**config.mk**
```make
export PLATFORM = sky130hd
export DESIGN_NAME = tsp_port
export DESIGN_NICKNAME = d
export VERILOG_FILES = /design/src/rtl/tsp_pkg.sv /design/src/rtl/tsp_regs.sv /design/src/rtl/tsp_xfer.sv /design/src/rtl/tsp_pad.sv /design/src/rtl/tsp_port.sv
export SDC_FILE = /design/constraint.sdc
export NUM_CORES = 1
export LEC_CHECK = 0
export ABC_AREA = 1
export BUFFER_PORTS_ARGS = -buffer_cell sky130_fd_sc_hd__buf_2
export CORE_ASPECT_RATIO = 0.8
export CORE_UTILIZATION = 40
export CTS_CLUSTER_SIZE = 14
export DETAILED_ROUTE_END_ITERATION = 16
export HOLD_SLACK_MARGIN = 0.1
export PLACE_DENSITY_LB_ADDON = 0.15
export SLEW_MARGIN = 30
export SYNTH_ARGS = -nofsm -noshare
export SYNTH_HDL_FRONTEND = slang
export SYNTH_SLANG_ARGS = --single-unit
```
**constraint.sdc**
```tcl
create_clock -name clk -period 2 [get_ports clk]
set_input_delay 0.3 -clock clk [delete_from_list [all_inputs] [get_ports clk]]
set_output_delay 0.3 -clock clk [all_outputs]
set_load 0.01 [all_outputs]
```
**src/rtl/tsp_pkg.sv**
```systemverilog
package tsp_pkg;
  localparam int PORT_W  = 8;
  localparam int NIB_W   = 4;
  localparam int NUM_NIB = PORT_W / NIB_W;
  localparam int ADDR_W  = 3;
  localparam int NUM_STRB = 4;

  typedef enum logic [1:0] {
    SEL_HALF = 2'd0,
    SEL_TA1  = 2'd1,
    SEL_TB1  = 2'd2,
    SEL_TB2  = 2'd3
  } strb_sel_e;

  typedef enum logic [ADDR_W-1:0] {
    A_DATA = 3'd0,
    A_CTRL = 3'd1,
    A_FUNC = 3'd2,
    A_DRV  = 3'd3,
    A_DIR  = 3'd4
  } reg_addr_e;

  // alternate source kinds per pin
  localparam int ALT_NONE = 0;
  localparam int ALT_TXD0 = 1;
  localparam int ALT_TXD1 = 2;
  localparam int ALT_CLK0 = 3;
  localparam int ALT_CLK1 = 4;

  function automatic int alt_kind(int pin);
    case (pin)
      6:       return ALT_TXD1;
      5, 4:    return ALT_CLK1;
      2:       return ALT_TXD0;
      1, 0:    return ALT_CLK0;
      default: return ALT_NONE;
    endcase
  endfunction

  function automatic logic pick_strobe(logic [1:0] sel, logic [NUM_STRB-1:0] strb);
    case (sel)
      SEL_HALF: return strb[0];
      SEL_TA1:  return strb[1];
      SEL_TB1:  return strb[2];
      SEL_TB2:  return strb[3];
      default:  return 1'b0;
    endcase
  endfunction

  // returns {oe, out}
  function automatic logic [1:0] pad_drive(logic val, logic is_out, logic open_drain);
    logic oe;
    logic o;
    if (!is_out)         oe = 1'b0;
    else if (open_drain) oe = ~val;
    else                 oe = 1'b1;
    o = open_drain ? 1'b0 : val;
    return {oe, o};
  endfunction
endpackage

```
**src/rtl/tsp_regs.sv**
```systemverilog
module tsp_regs
  import tsp_pkg::*;
(
  input  logic                            clk,
  input  logic                            rst_n,
  input  logic                            wr_en,
  input  logic                            rd_en,
  input  logic [ADDR_W-1:0]               addr,
  input  logic [PORT_W-1:0]               wdata,
  input  logic [PORT_W-1:0]               pad_in,
  output logic [PORT_W-1:0]               rdata,
  output logic [PORT_W-1:0]               pre,
  output logic [PORT_W-1:0]               func,
  output logic [PORT_W-1:0]               drv,
  output logic [PORT_W-1:0]               dir,
  output logic [NUM_NIB-1:0][1:0]         sel
);
  logic wr_data, wr_ctrl, wr_func, wr_drv, wr_dir;
  logic [PORT_W-1:0] ctrl_img;

  assign wr_data = wr_en && (addr == A_DATA);
  assign wr_ctrl = wr_en && (addr == A_CTRL);
  assign wr_func = wr_en && (addr == A_FUNC);
  assign wr_drv  = wr_en && (addr == A_DRV);
  assign wr_dir  = wr_en && (addr == A_DIR);

  // registers left uninitialized by reset
  always_ff @(posedge clk) begin
    if (wr_data) pre  <= wdata;
    if (wr_func) func <= wdata;
    if (wr_drv)  drv  <= wdata;
  end

  always_ff @(posedge clk) begin
    if (!rst_n) begin
      dir <= '0;
      sel <= '0;
    end else begin
      if (wr_dir) dir <= wdata;
      if (wr_ctrl) begin
        for (int n = 0; n < NUM_NIB; n++) sel[n] <= wdata[NIB_W*n +: 2];
      end
    end
  end

  always_comb begin
    ctrl_img = '0;
    for (int n = 0; n < NUM_NIB; n++) ctrl_img[NIB_W*n +: 2] = sel[n];
  end

  always_comb begin
    rdata = '0;
    if (rd_en) begin
      case (addr)
        A_DATA:  rdata = pad_in;
        A_CTRL:  rdata = ctrl_img;
        A_FUNC:  rdata = func;
        A_DIR:   rdata = dir;
        default: rdata = '0;
      endcase
    end
  end

  AST_DIR_CLEARED: assert property (@(posedge clk) disable iff (!rst_n)
    $rose(rst_n) |-> (dir == '0) && (sel == '0));
  AST_RD_IDLE: assert property (@(posedge clk) disable iff (!rst_n)
    !rd_en |-> (rdata == '0));
  AST_CTRL_GAPS: assert property (@(posedge clk) disable iff (!rst_n)
    (rd_en && addr == A_CTRL) |-> (rdata[7:6] == 2'b00) && (rdata[3:2] == 2'b00));
  AST_DRV_HIDDEN: assert property (@(posedge clk) disable iff (!rst_n)
    (rd_en && addr == A_DRV) |-> (rdata == '0));
  AST_UNUSED_RD: assert property (@(posedge clk) disable iff (!rst_n)
    (rd_en && addr > A_DIR) |-> (rdata == '0));
  AST_DIR_HOLD: assert property (@(posedge clk) disable iff (!rst_n)
    !(wr_en && addr == A_DIR) |=> $stable(dir));
endmodule

```
**src/rtl/tsp_xfer.sv**
```systemverilog
module tsp_xfer
  import tsp_pkg::*;
#(
  parameter int W = NIB_W
) (
  input  logic                 clk,
  input  logic                 rst_n,
  input  logic [1:0]           sel,
  input  logic [NUM_STRB-1:0]  strb,
  input  logic [W-1:0]         pre_nib,
  output logic [W-1:0]         out_nib
);
  logic fire;

  assign fire = pick_strobe(sel, strb);

  always_ff @(posedge clk) begin
    if (fire) out_nib <= pre_nib;
  end

  AST_XFER_LOAD: assert property (@(posedge clk) disable iff (!rst_n)
    fire |=> (out_nib == $past(pre_nib)));
  AST_XFER_HOLD: assert property (@(posedge clk) disable iff (!rst_n)
    !fire |=> $stable(out_nib));
  AST_NO_STRB_NO_FIRE: assert property (@(posedge clk) disable iff (!rst_n)
    (strb == '0) |-> !fire);
endmodule

```
**src/rtl/tsp_pad.sv**
```systemverilog
module tsp_pad
  import tsp_pkg::*;
#(
  parameter int PIN = 0
) (
  input  logic       clk,
  input  logic       rst_n,
  input  logic       port_bit,
  input  logic       func_bit,
  input  logic       drv_bit,
  input  logic       dir_bit,
  input  logic [1:0] alt_txd,
  input  logic [1:0] alt_sclk,
  output logic       pad_o,
  output logic       pad_oe
);
  localparam int KIND = alt_kind(PIN);

  logic alt_bit;
  logic use_alt;
  logic pin_val;

  generate
    if (KIND == ALT_TXD0)      begin : g_txd0 assign alt_bit = alt_txd[0];  end
    else if (KIND == ALT_TXD1) begin : g_txd1 assign alt_bit = alt_txd[1];  end
    else if (KIND == ALT_CLK0) begin : g_clk0 assign alt_bit = alt_sclk[0]; end
    else if (KIND == ALT_CLK1) begin : g_clk1 assign alt_bit = alt_sclk[1]; end
    else                       begin : g_none assign alt_bit = 1'b0;        end
  endgenerate

  assign use_alt = func_bit && (KIND != ALT_NONE);
  assign pin_val = use_alt ? alt_bit : port_bit;
  assign {pad_oe, pad_o} = pad_drive(pin_val, dir_bit, drv_bit);

  AST_PAD_IN_QUIET: assert property (@(posedge clk) disable iff (!rst_n)
    !dir_bit |-> !pad_oe);
  AST_PAD_OD_LOW: assert property (@(posedge clk) disable iff (!rst_n)
    drv_bit |-> !pad_o);
  AST_PAD_PP_EN: assert property (@(posedge clk) disable iff (!rst_n)
    (dir_bit && !drv_bit) |-> pad_oe);
  AST_PAD_NO_ALT: assert property (@(posedge clk) disable iff (!rst_n)
    (KIND == ALT_NONE && dir_bit && !drv_bit) |-> (pad_o == port_bit));
endmodule

```
**src/rtl/tsp_port.sv**
```systemverilog
module tsp_port
  import tsp_pkg::*;
(
  input  logic              clk,
  input  logic              rst_n,
  input  logic              bus_wr,
  input  logic              bus_rd,
  input  logic [ADDR_W-1:0] bus_addr,
  input  logic [PORT_W-1:0] bus_wdata,
  output logic [PORT_W-1:0] bus_rdata,
  input  logic              strb_half,
  input  logic              strb_ta1,
  input  logic              strb_tb1,
  input  logic              strb_tb2,
  input  logic [1:0]        alt_txd,
  input  logic [1:0]        alt_sclk,
  input  logic [PORT_W-1:0] pad_in,
  output logic [PORT_W-1:0] pad_out,
  output logic [PORT_W-1:0] pad_oe
);
  logic [PORT_W-1:0]       pre, func, drv, dir, out_q;
  logic [NUM_NIB-1:0][1:0] sel;
  logic [NUM_STRB-1:0]     strb_vec;

  assign strb_vec = {strb_tb2, strb_tb1, strb_ta1, strb_half};

  tsp_regs u_regs (
    .clk    (clk),
    .rst_n  (rst_n),
    .wr_en  (bus_wr),
    .rd_en  (bus_rd),
    .addr   (bus_addr),
    .wdata  (bus_wdata),
    .pad_in (pad_in),
    .rdata  (bus_rdata),
    .pre    (pre),
    .func   (func),
    .drv    (drv),
    .dir    (dir),
    .sel    (sel)
  );

  generate
    for (genvar n = 0; n < NUM_NIB; n++) begin : g_nib
      tsp_xfer #(.W(NIB_W)) u_xfer (
        .clk     (clk),
        .rst_n   (rst_n),
        .sel     (sel[n]),
        .strb    (strb_vec),
        .pre_nib (pre[NIB_W*n +: NIB_W]),
        .out_nib (out_q[NIB_W*n +: NIB_W])
      );
    end

    for (genvar p = 0; p < PORT_W; p++) begin : g_pin
      tsp_pad #(.PIN(p)) u_pad (
        .clk      (clk),
        .rst_n    (rst_n),
        .port_bit (out_q[p]),
        .func_bit (func[p]),
        .drv_bit  (drv[p]),
        .dir_bit  (dir[p]),
        .alt_txd  (alt_txd),
        .alt_sclk (alt_sclk),
        .pad_o    (pad_out[p]),
        .pad_oe   (pad_oe[p])
      );
    end
  endgenerate

  AST_PORT_WR_NO_PIN: assert property (@(posedge clk) disable iff (!rst_n)
    (strb_vec == '0) |=> $stable(out_q));
endmodule

```
==> impl_metrics.json <==
{
  "outcome": "complete, no violations",
  "post_cts_buffers": 0,
  "grt_overflow_total": 0,
  "final-setup-viol-count": 0,
  "cts_tree": "done",
  "cp_max_fo": 3,
  "clock_tree.root_cell": "clkbuf_8",
  "crit_arrival_ps": 1310,
  "hpwl_mm": 3.603,
  "power_density_nw_per_um2": 743.2,
  "grt_start_max_net_pins": 22,
  "synth.distinct_cells": 23,
  "drc": 0,
  "dieHeight_um": 68.57,
  "rsz0062_at_grt": "false",
  "post-route-period-util_pct": 80.52,
  "die_w_um": 85.22,
  "ctsHoldBuffers": 0,
  "cp_top_family": "flip-flops",
  "max_cap_violations": 0,
  "fmax_ghz": 0.6209,
  "startpoint_type": "register",
  "gp_congestion": 0.8108,
  "core_area_um2": 5180,
  "setup_tns_ps": 0,
  "ant_nets": 0,
  "vias_per_cell": 4.723,
  "drv_slew": 0,
  "pin_count": 55,
  "vias": 1691,
  "area_delta_synth_final_pct": 15.13,
  "ys_seq_elements": 44,
  "drive_gt1_share_pct": 26.35,
  "cts_buffers": 5,
  "cp-end-kind": "output port",
  "grtUsageTotal_pct": 17.94,
  "cp_num_buf_inv": 1,
  "first_pass_iters": 4,
  "numClockSinks": 44,
  "peakVddDrop_mv": 0.3992,
  "clkSlewWorstSetupHoldPaths_ps": 80,
  "slowest_delay_ps": 430,
  "cp.required_ps": 1700,
  "skew_ps": 4.468,
  "grt_pass1_vias": 1479,
  "cts_max_path_buffers": 2,
  "finalHoldViolCount": 0,
  "p_clk_share_pct": 35.2,
  "synth_nets": 282,
  "initial_core_util_pct": 42.78,
  "timing.hold.ws_ps": 216.5,
  "syn_area_um2": 2216,
  "yosysSeqAreaShare_pct": 54.21,
  "finalCriticalPeriod_ps": 1610,
  "p_leak_nw": 1.248,
  "utilization_pct": 49.25,
  "antenna_found_initial": 0,
  "syn_inst": 251,
  "cpMaxStageDelayCell": "edfxtp_1",
  "min_from": "bus_wdata[1]",
  "yosysWarnings": 0,
  "path_cells": "o21ai_0, nor2_1, nor2_1, buf_2",
  "p_comb_share_pct": 10.4,
  "total_power_mw": 1.896,
  "place_ws_ps": 391.6,
  "startpoint": "u_regs.func[0]",
  "synth_top_area_share_pct": 43.37,
  "die_area_um2": 5843,
  "diodes": 0,
  "switching_share_pct": 23.22,
  "r2r-start": "u_regs.sel[2]",
  "cts_resized": 0,
  "p_int_mw": 1.456,
  "post_drt_wl_per_cell_um": 13.43,
  "layout_setup_ws_ps": 389.5,
  "synth.avg_cell_area_um2": 8.828,
  "tightest_slew_ps": 525.6,
  "crit_top_cell": "nor2_1",
  "worstSkewPairLatency_ps": 300,
  "drt_iter0_markers": 169,
  "hold_path.class": "primary input to register",
  "portBuffers": 54,
  "critical_path_class": "register to output port",
  "grt_pass1_wl_mm": 7.548,
  "cts_max_level": 2,
  "seqPwrFrac_pct": 54.4,
  "p_switching_uw": 440.2,
  "slew_headroom_pct": 64.64,
  "wl_mm": 4.807,
  "synth_area_leaders": "edfxtp_1, dfxtp_1, nand2_1, nor2_1, buf_4",
  "nNetsFinal": 326,
  "yosysTopAreaCell": "edfxtp_1",
  "rows": 23
}
[cells in the final DEF, fill, tap and decap left out, drive strengths merged]
master and instances:
buf 61, o211ai 2, clkinv 1, o21ai 6, nand3 22, nor4 3, clkbuf 6, inv 36
a21oi 6, bufinv 1, edfxtp 32, nor2 48, nand4 12, a211o 2, dfxtp 12, nand2 46
[path summary, 6_finish.rpt]
kind	to	depth (start not counted)	slack (ps)
worst min-delay path	u_regs.pre[1]	1	220
worst min register to register	g_nib[0].u_xfer.out_nib[3]	0	420
worst max register to register	g_nib[1].u_xfer.out_nib[2]	3	700
worst max-delay path	pad_oe[0]	4	390
[cells in the mapped netlist (all sizes together)]
| cell | n |
|---|---|
| o211ai | 2 |
| clkbuf | 2 |
| a211o | 2 |
| dfxtp | 12 |
| nor4 | 3 |
| nand4 | 12 |
| nand2 | 46 |
| buf | 22 |
| o21ai | 6 |
| a21oi | 6 |
| nand3 | 22 |
| nor2 | 48 |
| edfxtp | 32 |
| inv | 36 |
[through the flow]
step / std cells / area, um^2
2_1_floorplan: 251 / 2216
3_3_place_gp: 350 / 2444
3_5_place_dp: 350 / 2444
4_1_cts: 358 / 2551
5_1_grt: 358 / 2551
6_report: 358 / 2551
[power by group through the flow]
| stage | sequential [mW] | clock (mW) | combinational (mW) |
|---|---|---|---|
| floorplan | 1.05 | 0 | 0.132 |
| global placement | 1.05 | 0 | 0.199 |
| detailed placement | 1.05 | 0 | 0.199 |
| CTS | 1.03 | 0.682 | 0.200 |
| global route | 1.04 | 0.708 | 0.223 |
| finish | 1.03 | 0.667 | 0.198 |
[cell type report]
| cell class | instances | area, um^2 |
|---|---|---|
| clock inverters | 2 | 35.03 |
| repair buffers | 61 | 322.8 |
| well taps | 62 | 77.57 |
| inverters | 36 | 137.6 |
| flip-flops and latches | 44 | 1201 |
| fillers | 502 | 2629 |
| clock buffers | 6 | 72.57 |
| multi-input cells | 147 | 704.4 |
[kinds of logic (layout without fill, tap and decap cells)]
kind of cell / Yosys count / in the layout / synth area share, %
buffers and inverters: 60 / 105 / 14.29
AOI/OAI and AO/OA: 16 / 16 / 4.517
DFF: 44 / 44 / 54.21
and+or+nand+nor: 131 / 131 / 26.99
[layer usage]
metal	vias to the layer above	share of wire [%]	wire [um]	global-route usage (%)
li1	891	-	-	-
met1	736	51	2445	25.59
met2	59	42	2001	26.71
met3	5	6.5	313	4.048
met4	0	0.98	47	6.992
met5	-	0	0	0
[sequential cells by signal (all words and copies together), names as in the netlist]
signal	count
g_nib.u_xfer.out_nib	8
u_regs.dir	8
u_regs.drv	8
u_regs.func	8
u_regs.pre	8
u_regs.sel	4
Note: power is estimated with default switching activity, not from simulation.
